**src/rtl/fan_duty_pkg.sv**
```systemverilog
package fan_duty_pkg;
  localparam int TEMP_W   = 8;
  localparam int DUTY_W   = 8;
  localparam int HYST_W   = 4;
  localparam int DUTY_MAX = (1 << DUTY_W) - 1;

  typedef struct packed {
    logic        [DUTY_W-1:0] floor_duty;
    logic signed [TEMP_W-1:0] start_t;
    logic signed [TEMP_W-1:0] limit_t;
    logic        [HYST_W-1:0] hyst;
  } chan_cfg_t;

  // floor plus slope per degree of excess, clipped to full scale
  function automatic logic [DUTY_W-1:0] ramp_duty(input logic [DUTY_W-1:0] floor_duty,
                                                 input int excess, input int slope);
    int sum;
    sum = int'(floor_duty) + excess * slope;
    if (sum > DUTY_MAX) return DUTY_W'(DUTY_MAX);
    return DUTY_W'(sum);
  endfunction
endpackage

```
**src/rtl/fan_cfg_store.sv**
```systemverilog
module fan_cfg_store
  import fan_duty_pkg::*;
#(
  parameter int NCH = 3,
  parameter chan_cfg_t RST_CFG = '0
) (
  input  logic      clk,
  input  logic      rst_n,
  input  logic [NCH-1:0] we,
  input  chan_cfg_t wdata,
  output chan_cfg_t cfg_q [NCH]
);
  for (genvar i = 0; i < NCH; i++) begin : g_slot
    always_ff @(posedge clk or negedge rst_n) begin
      if (!rst_n)     cfg_q[i] <= RST_CFG;
      else if (we[i]) cfg_q[i] <= wdata;
    end
  end
endmodule

```
**src/rtl/fan_chan.sv**
```systemverilog
module fan_chan
  import fan_duty_pkg::*;
#(
  parameter int SLOPE = 8
) (
  input  logic              clk,
  input  logic              rst_n,
  input  logic              vld,
  input  logic [TEMP_W-1:0] temp,
  input  chan_cfg_t         cfg,
  output logic              start_ev,
  output logic              stop_ev,
  output logic              run_q,
  output logic [DUTY_W-1:0] duty_q
);
  localparam int XW = TEMP_W + 2;

  logic signed [XW-1:0] t_x, st_x, floor_x;
  logic                 run_nxt;
  logic [DUTY_W-1:0]    duty_nxt;

  always_comb begin
    t_x      = XW'($signed(temp));
    st_x     = XW'(cfg.start_t);
    floor_x  = st_x - $signed({{(XW-HYST_W){1'b0}}, cfg.hyst});
    start_ev = t_x > st_x;
    stop_ev  = t_x <= floor_x;
    run_nxt  = start_ev ? 1'b1 : (stop_ev ? 1'b0 : run_q);
    if (!run_nxt)      duty_nxt = '0;
    else if (start_ev) duty_nxt = ramp_duty(cfg.floor_duty, int'(t_x - st_x), SLOPE);
    else               duty_nxt = cfg.floor_duty;
  end

  always_ff @(posedge clk or negedge rst_n) begin
    if (!rst_n) begin
      run_q  <= 1'b0;
      duty_q <= '0;
    end else if (vld) begin
      run_q  <= run_nxt;
      duty_q <= duty_nxt;
    end
  end
endmodule

```
**src/rtl/fan_crit.sv**
```systemverilog
module fan_crit
  import fan_duty_pkg::*;
#(
  parameter int                REL_MARGIN = 4,
  parameter logic [TEMP_W-1:0] OFF_CODE   = 8'h80
) (
  input  logic              clk,
  input  logic              rst_n,
  input  logic              vld,
  input  logic [TEMP_W-1:0] temp,
  input  chan_cfg_t         cfg,
  output logic              over_ev,
  output logic              crit_off,
  output logic              trip_q
);
  localparam int XW = TEMP_W + 2;

  logic signed [XW-1:0] t_x, lim_x, rel_x;
  logic                 clear_ev;

  always_comb begin
    t_x      = XW'($signed(temp));
    lim_x    = XW'(cfg.limit_t);
    rel_x    = lim_x - XW'(REL_MARGIN);
    crit_off = cfg.limit_t == OFF_CODE;
    over_ev  = !crit_off && (t_x > lim_x);
    clear_ev = crit_off || (t_x < rel_x);
  end

  always_ff @(posedge clk or negedge rst_n) begin
    if (!rst_n)          trip_q <= 1'b0;
    else if (vld) begin
      if (over_ev)       trip_q <= 1'b1;
      else if (clear_ev) trip_q <= 1'b0;
    end
  end
endmodule

```
**src/rtl/fan_duty_ctrl.sv**
```systemverilog
module fan_duty_ctrl
  import fan_duty_pkg::*;
#(
  parameter int NCH        = 3,
  parameter int SLOPE      = 8,
  parameter int REL_MARGIN = 4,
  parameter logic [DUTY_W-1:0] DEF_FLOOR = 8'h80,
  parameter logic [TEMP_W-1:0] DEF_START = 8'd90,
  parameter logic [TEMP_W-1:0] DEF_LIMIT = 8'd100,
  parameter logic [HYST_W-1:0] DEF_HYST  = 4'd4
) (
  input  logic                  clk,
  input  logic                  rst_n,
  input  logic                  temp_vld,
  input  logic [NCH*TEMP_W-1:0] temp_flat,
  input  logic [NCH-1:0]        cfg_we,
  input  logic [DUTY_W-1:0]     cfg_min,
  input  logic [TEMP_W-1:0]     cfg_start,
  input  logic [TEMP_W-1:0]     cfg_crit,
  input  logic [HYST_W-1:0]     cfg_hyst,
  output logic [NCH*DUTY_W-1:0] pwm_flat
);
  localparam chan_cfg_t RST_CFG = '{floor_duty: DEF_FLOOR, start_t: DEF_START,
                                    limit_t: DEF_LIMIT, hyst: DEF_HYST};

  chan_cfg_t         wdata;
  chan_cfg_t         cfg_q [NCH];
  logic [NCH-1:0]    start_ev, stop_ev, run_q, over_ev, crit_off, trip_q;
  logic [DUTY_W-1:0] duty_q [NCH];
  logic              ovr_any;

  assign wdata = '{floor_duty: cfg_min, start_t: cfg_start, limit_t: cfg_crit, hyst: cfg_hyst};

  fan_cfg_store #(.NCH(NCH), .RST_CFG(RST_CFG)) u_cfg (
    .clk(clk), .rst_n(rst_n), .we(cfg_we), .wdata(wdata), .cfg_q(cfg_q)
  );

  for (genvar i = 0; i < NCH; i++) begin : g_ch
    fan_chan #(.SLOPE(SLOPE)) u_chan (
      .clk(clk), .rst_n(rst_n), .vld(temp_vld),
      .temp(temp_flat[i*TEMP_W +: TEMP_W]), .cfg(cfg_q[i]),
      .start_ev(start_ev[i]), .stop_ev(stop_ev[i]),
      .run_q(run_q[i]), .duty_q(duty_q[i])
    );
    fan_crit #(.REL_MARGIN(REL_MARGIN)) u_crit (
      .clk(clk), .rst_n(rst_n), .vld(temp_vld),
      .temp(temp_flat[i*TEMP_W +: TEMP_W]), .cfg(cfg_q[i]),
      .over_ev(over_ev[i]), .crit_off(crit_off[i]), .trip_q(trip_q[i])
    );
    assign pwm_flat[i*DUTY_W +: DUTY_W] = ovr_any ? DUTY_W'(DUTY_MAX) : duty_q[i];
  end

  assign ovr_any = |trip_q;
endmodule

```
**config.mk**
```make
export PLATFORM = sky130hd
export DESIGN_NAME = fan_duty_ctrl
export DESIGN_NICKNAME = d
export VERILOG_FILES = /design/src/rtl/fan_duty_pkg.sv /design/src/rtl/fan_cfg_store.sv /design/src/rtl/fan_chan.sv /design/src/rtl/fan_crit.sv /design/src/rtl/fan_duty_ctrl.sv
export SDC_FILE = /design/constraint.sdc
export NUM_CORES = 1
export LEC_CHECK = 0
export BUFFER_PORTS_ARGS = -buffer_cell sky130_fd_sc_hd__buf_2
export CORE_ASPECT_RATIO = 1.25
export CORE_MARGIN = 3
export CORE_UTILIZATION = 60
export DETAILED_ROUTE_END_ITERATION = 16
export PLACE_DENSITY_LB_ADDON = 0.2
export SYNTH_ARGS = -nofsm -noshare
export SYNTH_HDL_FRONTEND = slang
export SYNTH_SLANG_ARGS = --single-unit
```
**constraint.sdc**
```tcl
create_clock -name clk -period 9.95 [get_ports clk]
set_clock_uncertainty 0.05 [all_clocks]
set_input_delay 0.4975 -clock clk [delete_from_list [all_inputs] [get_ports clk]]
set_output_delay 0.4975 -clock clk [all_outputs]
set_load 0.1 [all_outputs]
```
**Word level (Yosys, flattened, before mapping)**

Cells that the tools add are included.

- Register bits after elaboration: 114
- Bits in latches: 0
- Memory bits (writable): 0
- Memory bits (read-only): 0
- Input port bits: 58
- Output and inout bits: 24
- Memories: 0

- Add/sub/neg operators: 12
- Multipliers: 0
- Div/mod/pow operators: 0
- Magnitude comparators: 15
- Equality and inequality tests: 3
- Shift operators: 0
- Mux-type cells: 36
- Bitwise operators: 0
- Reductions and logical operators: 16

Operators by type and width:

| operator | number |
|---|---|
| two-way mux 8 bit | 15 |
| adder 9 x 32 -> 32 bit | 3 |
| > comparator 32 x 9 -> 1 bit, second input constant | 3 |
| > comparator 8 bit | 6 |
| less-or-equal comparator 8 x 9 -> 1 bit | 3 |
| less-than comparator 8 x 9 -> 1 bit | 3 |
| subtractor 8 x 4 -> 9 bit, second input constant | 3 |
| subtractor 8 x 5 -> 9 bit | 3 |
| subtractor 8 x 8 -> 9 bit | 3 |
| equality test 8 bit, second input constant | 3 |
| two-way mux 1 bit | 21 |
| AND reduction 2 bit | 3 |
| nonzero test 2 bit | 3 |
| logical AND 1 bit | 3 |
| zero test 1 bit | 3 |
| logical OR 1 bit | 3 |
| OR reduction 3 bit | 1 |

**Depth between registers and ports, before layout**

- Word-level depth: 9
- Gate-level depth with buffers: 21

**Cells and area by module**

From an unflattened synthesis, not the netlist that was laid out.

- Cell total of the unflattened synthesis: 988
- Area, all modules: 10042.1 µm²

Modules (own cells, without submodules):

| module | times used | cells an instance | area an instance (µm²) |
|---|---|---|---|
| fan_cfg_store | 1 | 177 | 3460.8 |
| fan_chan at g_ch[0].u_chan ... | 2 | 199 | 1590.3 |
| fan_crit | 3 | 67 | 543.0 |
| fan_chan at g_ch[1].u_chan | 1 | 182 | 1559.0 |
| fan_duty_ctrl | 1 | 30 | 212.7 |

**Worst setup path after synthesis**

No wires, ideal clock.

- Path type: in2reg
- Start point: in temp_flat[0]
- End point: reg g_ch[0].u_chan.duty_q[0]
- Data arrival time: 4.310 ns
- Required time: 9.774 ns
- Setup slack: 5.464 ns
- Cell stages on the path: 20
- Path buffers: 0
- Cells stage by stage: inv_1 ha_1 fa_1 nor2b_1 o21ai_1 nand2_1 xor2_1 ha_1 o21a_1 o31a_1 or2_2 nand4bb_1 nand2b_1 ha_1 or4b_1 nor4b_1 nand2_1 o21ai_0 a21oi_1 a221o_1

- Longest elaborated chain between the ends: 9
- Elaborated cells between the ends (all ways): 13
- Those cells by class: add/sub (2); order compare (3); mux (8)

Ends and longest elaborated chain:

| what | line | source |
|---|---|---|
| start: declaration | fan_duty_ctrl.sv:15 | `input logic [NCH*TEMP_W-1:0] temp_flat,` |
| subtractor 8 x 8 -> 9 bit | fan_chan.sv:30 | `else if (start_ev) duty_nxt = ramp_duty(cfg.floor_duty, int'(t_x - st_x), SLOPE);` |
| adder 9 x 32 -> 32 bit | fan_duty_pkg.sv:18 | `sum = int'(floor_duty) + excess * slope;` |
| > comparator 32 x 9 -> 1 bit | fan_duty_pkg.sv:19 | `if (sum > DUTY_MAX) return DUTY_W'(DUTY_MAX);` |
| two-way mux 1 bit | fan_duty_pkg.sv:19 |  |
| two-way mux 1 bit | fan_chan.sv:30 |  |
| two-way mux 1 bit | fan_chan.sv:29 | `if (!run_nxt) duty_nxt = '0;` |
| two-way mux 8 bit | fan_duty_pkg.sv:20 | `return DUTY_W'(sum);` |
| two-way mux 8 bit | fan_chan.sv:30 |  |
| two-way mux 8 bit * | fan_chan.sv:29 |  |
| end signal: assignment | fan_chan.sv:40 | `duty_q <= duty_nxt;` |
| end: declaration | fan_chan.sv:14 | `output logic [DUTY_W-1:0] duty_q` |

Mark *: on every way between the ends. The rest lies on a longest branch, timed or not. The select of a mux whose other input is x is not followed.
A chain may end at the register's enable or synchronous reset.

**Worst setup path after layout**

- Start point: reg, netlist name u_cfg.cfg_q[68]
- End point: reg g_ch[0].u_chan.duty_q[0]

- Longest elaborated chain between the ends: 9
- Elaborated cells between the ends (all ways): 14
- Those cells by class: add/sub (3); order compare (3); mux (8)

Ends and longest elaborated chain:

| what | line |
|---|---|
| subtractor 8 x 8 -> 9 bit | fan_chan.sv:30 |
| adder 9 x 32 -> 32 bit | fan_duty_pkg.sv:18 |
| > comparator 32 x 9 -> 1 bit | fan_duty_pkg.sv:19 |
| two-way mux 1 bit | fan_duty_pkg.sv:19 |
| two-way mux 1 bit | fan_chan.sv:30 |
| two-way mux 1 bit | fan_chan.sv:29 |
| two-way mux 8 bit | fan_duty_pkg.sv:20 |
| two-way mux 8 bit | fan_chan.sv:30 |
| two-way mux 8 bit * | fan_chan.sv:29 |

Marked as above.

==> flow_metrics.tcl <==
set metrics [dict create \
    ys_ff_latch 114 \
    whs_ps 120 \
    synth_edf_count 0 \
    syn_area_per_cell_sq_um 9.01 \
    endpoint_kind "register" \
    yosysWarnings 0 \
    status "finished, final reports clean" \
    drc 0 \
    power_leakage_nw 4.98 \
    setup_violations 0 \
    tns_ps 0 \
    overflow 0 \
    fmax_mhz 209 \
    rows 51 \
    avgViaCountPerCell 5.97 \
    clockBufferDepth 2 \
    cts_tree "yes" \
    root_buffer "clkbuf_16" \
    period_share_pct 48.1 \
    rsz0062_at_grt "false" \
    final_cell_mix "ha_1, inv_1, nand2_1, o21ai_0, dfrtp_1" \
    hold_path_class "in -> async" \
    drv_slew 0 \
    post_cts_resized 0 \
    ys_async_sr_fraction_pct 100 \
    die_area_sq_mm 0.0176 \
    synth.top_cell.area_share_pct 22.6 \
    synthesis.area_sq_mm 0.00963 \
    routed_wl_microns 24600 \
    io_buffers 81 \
    seq_area_sq_mm 0.00289 \
    first_global_vias 8165 \
    relSlewSlack_pct 41.0 \
    arrival_ps 5040 \
    layout-drive-gt1-share_pct 16.6 \
    clkTransAtPathRegs_ps 60 \
    htree_levels 4 \
    ios 82 \
    cts.sinks 114 \
    dr_total_vias 8201 \
    multi_input_area_sq_mm 0.00626 \
    start_util_pct 61.6 \
    die_y_microns 148 \
    core_area_sq_mm 0.0156 \
    final_nets 1358 \
    ir_drop_v 0.000131 \
    gp_congestion 0.934 \
    timing.final.crit_period_ps 4790 \
    synth_seq_area_share_pct 30.0 \
    grt_util_all_layers_pct 28.3 \
    syn_nets 1279 \
    yosys.cell_types.count 85 \
    final_common_cell "ha_1" \
    worst_pin_slew_ps 876 \
    die_x_microns 119 \
    synth_top_area_cell "dfrtp_1" \
    avgRoutedWirePerCell_microns 17.9 \
    synth_top_cells_by_area "dfrtp_1, ha_1, dfstp_2, o21ai_0, inv_1" \
    critPathMaxFanout 6 \
    postRouteAntennaNets 0 \
    power.density_mw_per_mm2 185 \
    cts_setup_buffers 0 \
    maxCapViolCount 0 \
    fill_cells 1262 \
    grt_antenna_before_repair 1 \
    hold_viol 0 \
    cts_made_buffers 17 \
    synth_top_flop_cell "dfrtp_1" \
    clk_latency_ps 420 \
    drtIter0Drc 485 \
    drtPass1Iterations 5 \
    hold_buffers 0 \
    dpl.hpwl_microns 18400 \
    synthCells 1068 \
    start_kind "register" \
    grt_max_degree 66 \
    required_ps 10200 \
    worstSetupPathType "reg -> reg" \
    grt_pass1_wl_microns 40100 \
    area_growth_pct 12.9 \
]
cells in the mapped netlist, drive strengths merged (4+ instances only):
master	number
a211oi	5
a221o	6
ha	144
fa	9
and2	6
o211ai	9
o2111ai	5
or3	7
nand3	21
a22oi	4
nor2b	23
nand3b	5
nor4	5
o31a	6
a21o	27
inv	99
xnor2	41
or2	5
o21a	25
nor3	15
clkbuf	23
a31oi	11
dfrtp	87
o21bai	4
nand4	25
nand2b	50
a21oi	41
or4b	4
dfstp	27
nor2	43
o21ai	100
a2111oi	5
a31o	4
a211o	4
nand2	92
mux2	27
final timing paths:
path,cells past startpoint,slack (ps),start,to
min,1,120,rst_n,u_cfg.cfg_q[20]
min in group clk,2,290,cfg_min[2],u_cfg.cfg_q[78]
max,19,5160,u_cfg.cfg_q[68],g_ch[0].u_chan.duty_q[0]
min reg2reg,2,430,g_ch[0].u_chan.duty_q[3],g_ch[0].u_chan.duty_q[3]
max in group asynchronous,2,8550,rst_n,u_cfg.cfg_q[33]
max reg2reg,19,5160,u_cfg.cfg_q[68],g_ch[0].u_chan.duty_q[0]
where the power goes:
| group | internal, W | switching, W |
|---|---|---|
| sequential | 0.000541 | 0.0000493 |
| clock | 0.000410 | 0.000249 |
| combinational | 0.000322 | 0.000438 |
| total | 0.00127 | 0.000737 |
final cells by class:
class,count,share of cell area (%)
diodes,1,0.0230
clock buffers,18,4.04
clock inverters,14,1.76
inverters,100,3.45
multi-input cells,828,57.6
flip-flops and latches,114,26.6
well taps,212,2.44
repair buffers,86,4.10
worst max-delay path, cell delays in order (launching register included):
cell,delay [ps]
dfrtp_1,390
ha_1,210
fa_1,400
nor2b_1,210
o21ai_1,110
nand2_1,90
xor2_1,60
ha_1,310
o21a_1,120
o31a_1,130
or2_2,130
nand4bb_1,170
nand2b_1,210
ha_1,300
or4b_1,420
nor4b_1,370
nand2_1,90
o21ai_0,250
a21oi_1,230
a221o_1,380
state kept, by name, indices dropped and copies added, names as in the netlist:
signal              flops
g_ch.u_crit.trip_q      3
g_ch.u_chan.run_q       3
u_cfg.cfg_q            84
g_ch.u_chan.duty_q     24
through the flow:
stage | std cells | cell area [sq um] | total power [W] | worst slack (ps) | utilization, %
finish | 1373 | 10900 | 0.00201 | 5160 | 69.5
global route | 1372 | 10900 | 0.00214 | 4700 | 69.5
CTS | 1372 | 10900 | 0.00201 | 5200 | 69.5
detailed placement | 1340 | 10200 | 0.00134 | 4940 | 65.5
global placement | 1340 | 10200 | 0.00132 | 5060 | 65.5
floorplan | 1068 | 9630 | 0.00116 | 5460 | -
logic make-up (layout without fill, tap and decap cells):
| family | after synthesis | count (layout) | share of synthesized area (%) |
|---|---|---|---|
| xor gates and xnor gates | 44 | 44 | 4.00 |
| AOI/OAI and AO/OA | 288 | 288 | 20.0 |
| other | 0 | 1 | 0 |
| muxes | 28 | 28 | 3.26 |
| buffers and inverters | 126 | 218 | 5.06 |
| and+or+nand+nor | 315 | 315 | 17.1 |
| adders and majority gates | 153 | 153 | 20.6 |
| DFF | 114 | 114 | 30.0 |
metal layers:
layer  global-route usage (%)  vias to the layer above  wire length [microns]
li1                         -                     4014                      -
met1                     34.1                     3931                  10200
met2                     50.9                      198                  12500
met3                     4.55                       56                   1180
met4                     10.3                        2                    805
met5                        0                        -                     13
No activity file was read; power rests on OpenSTA's default activity.
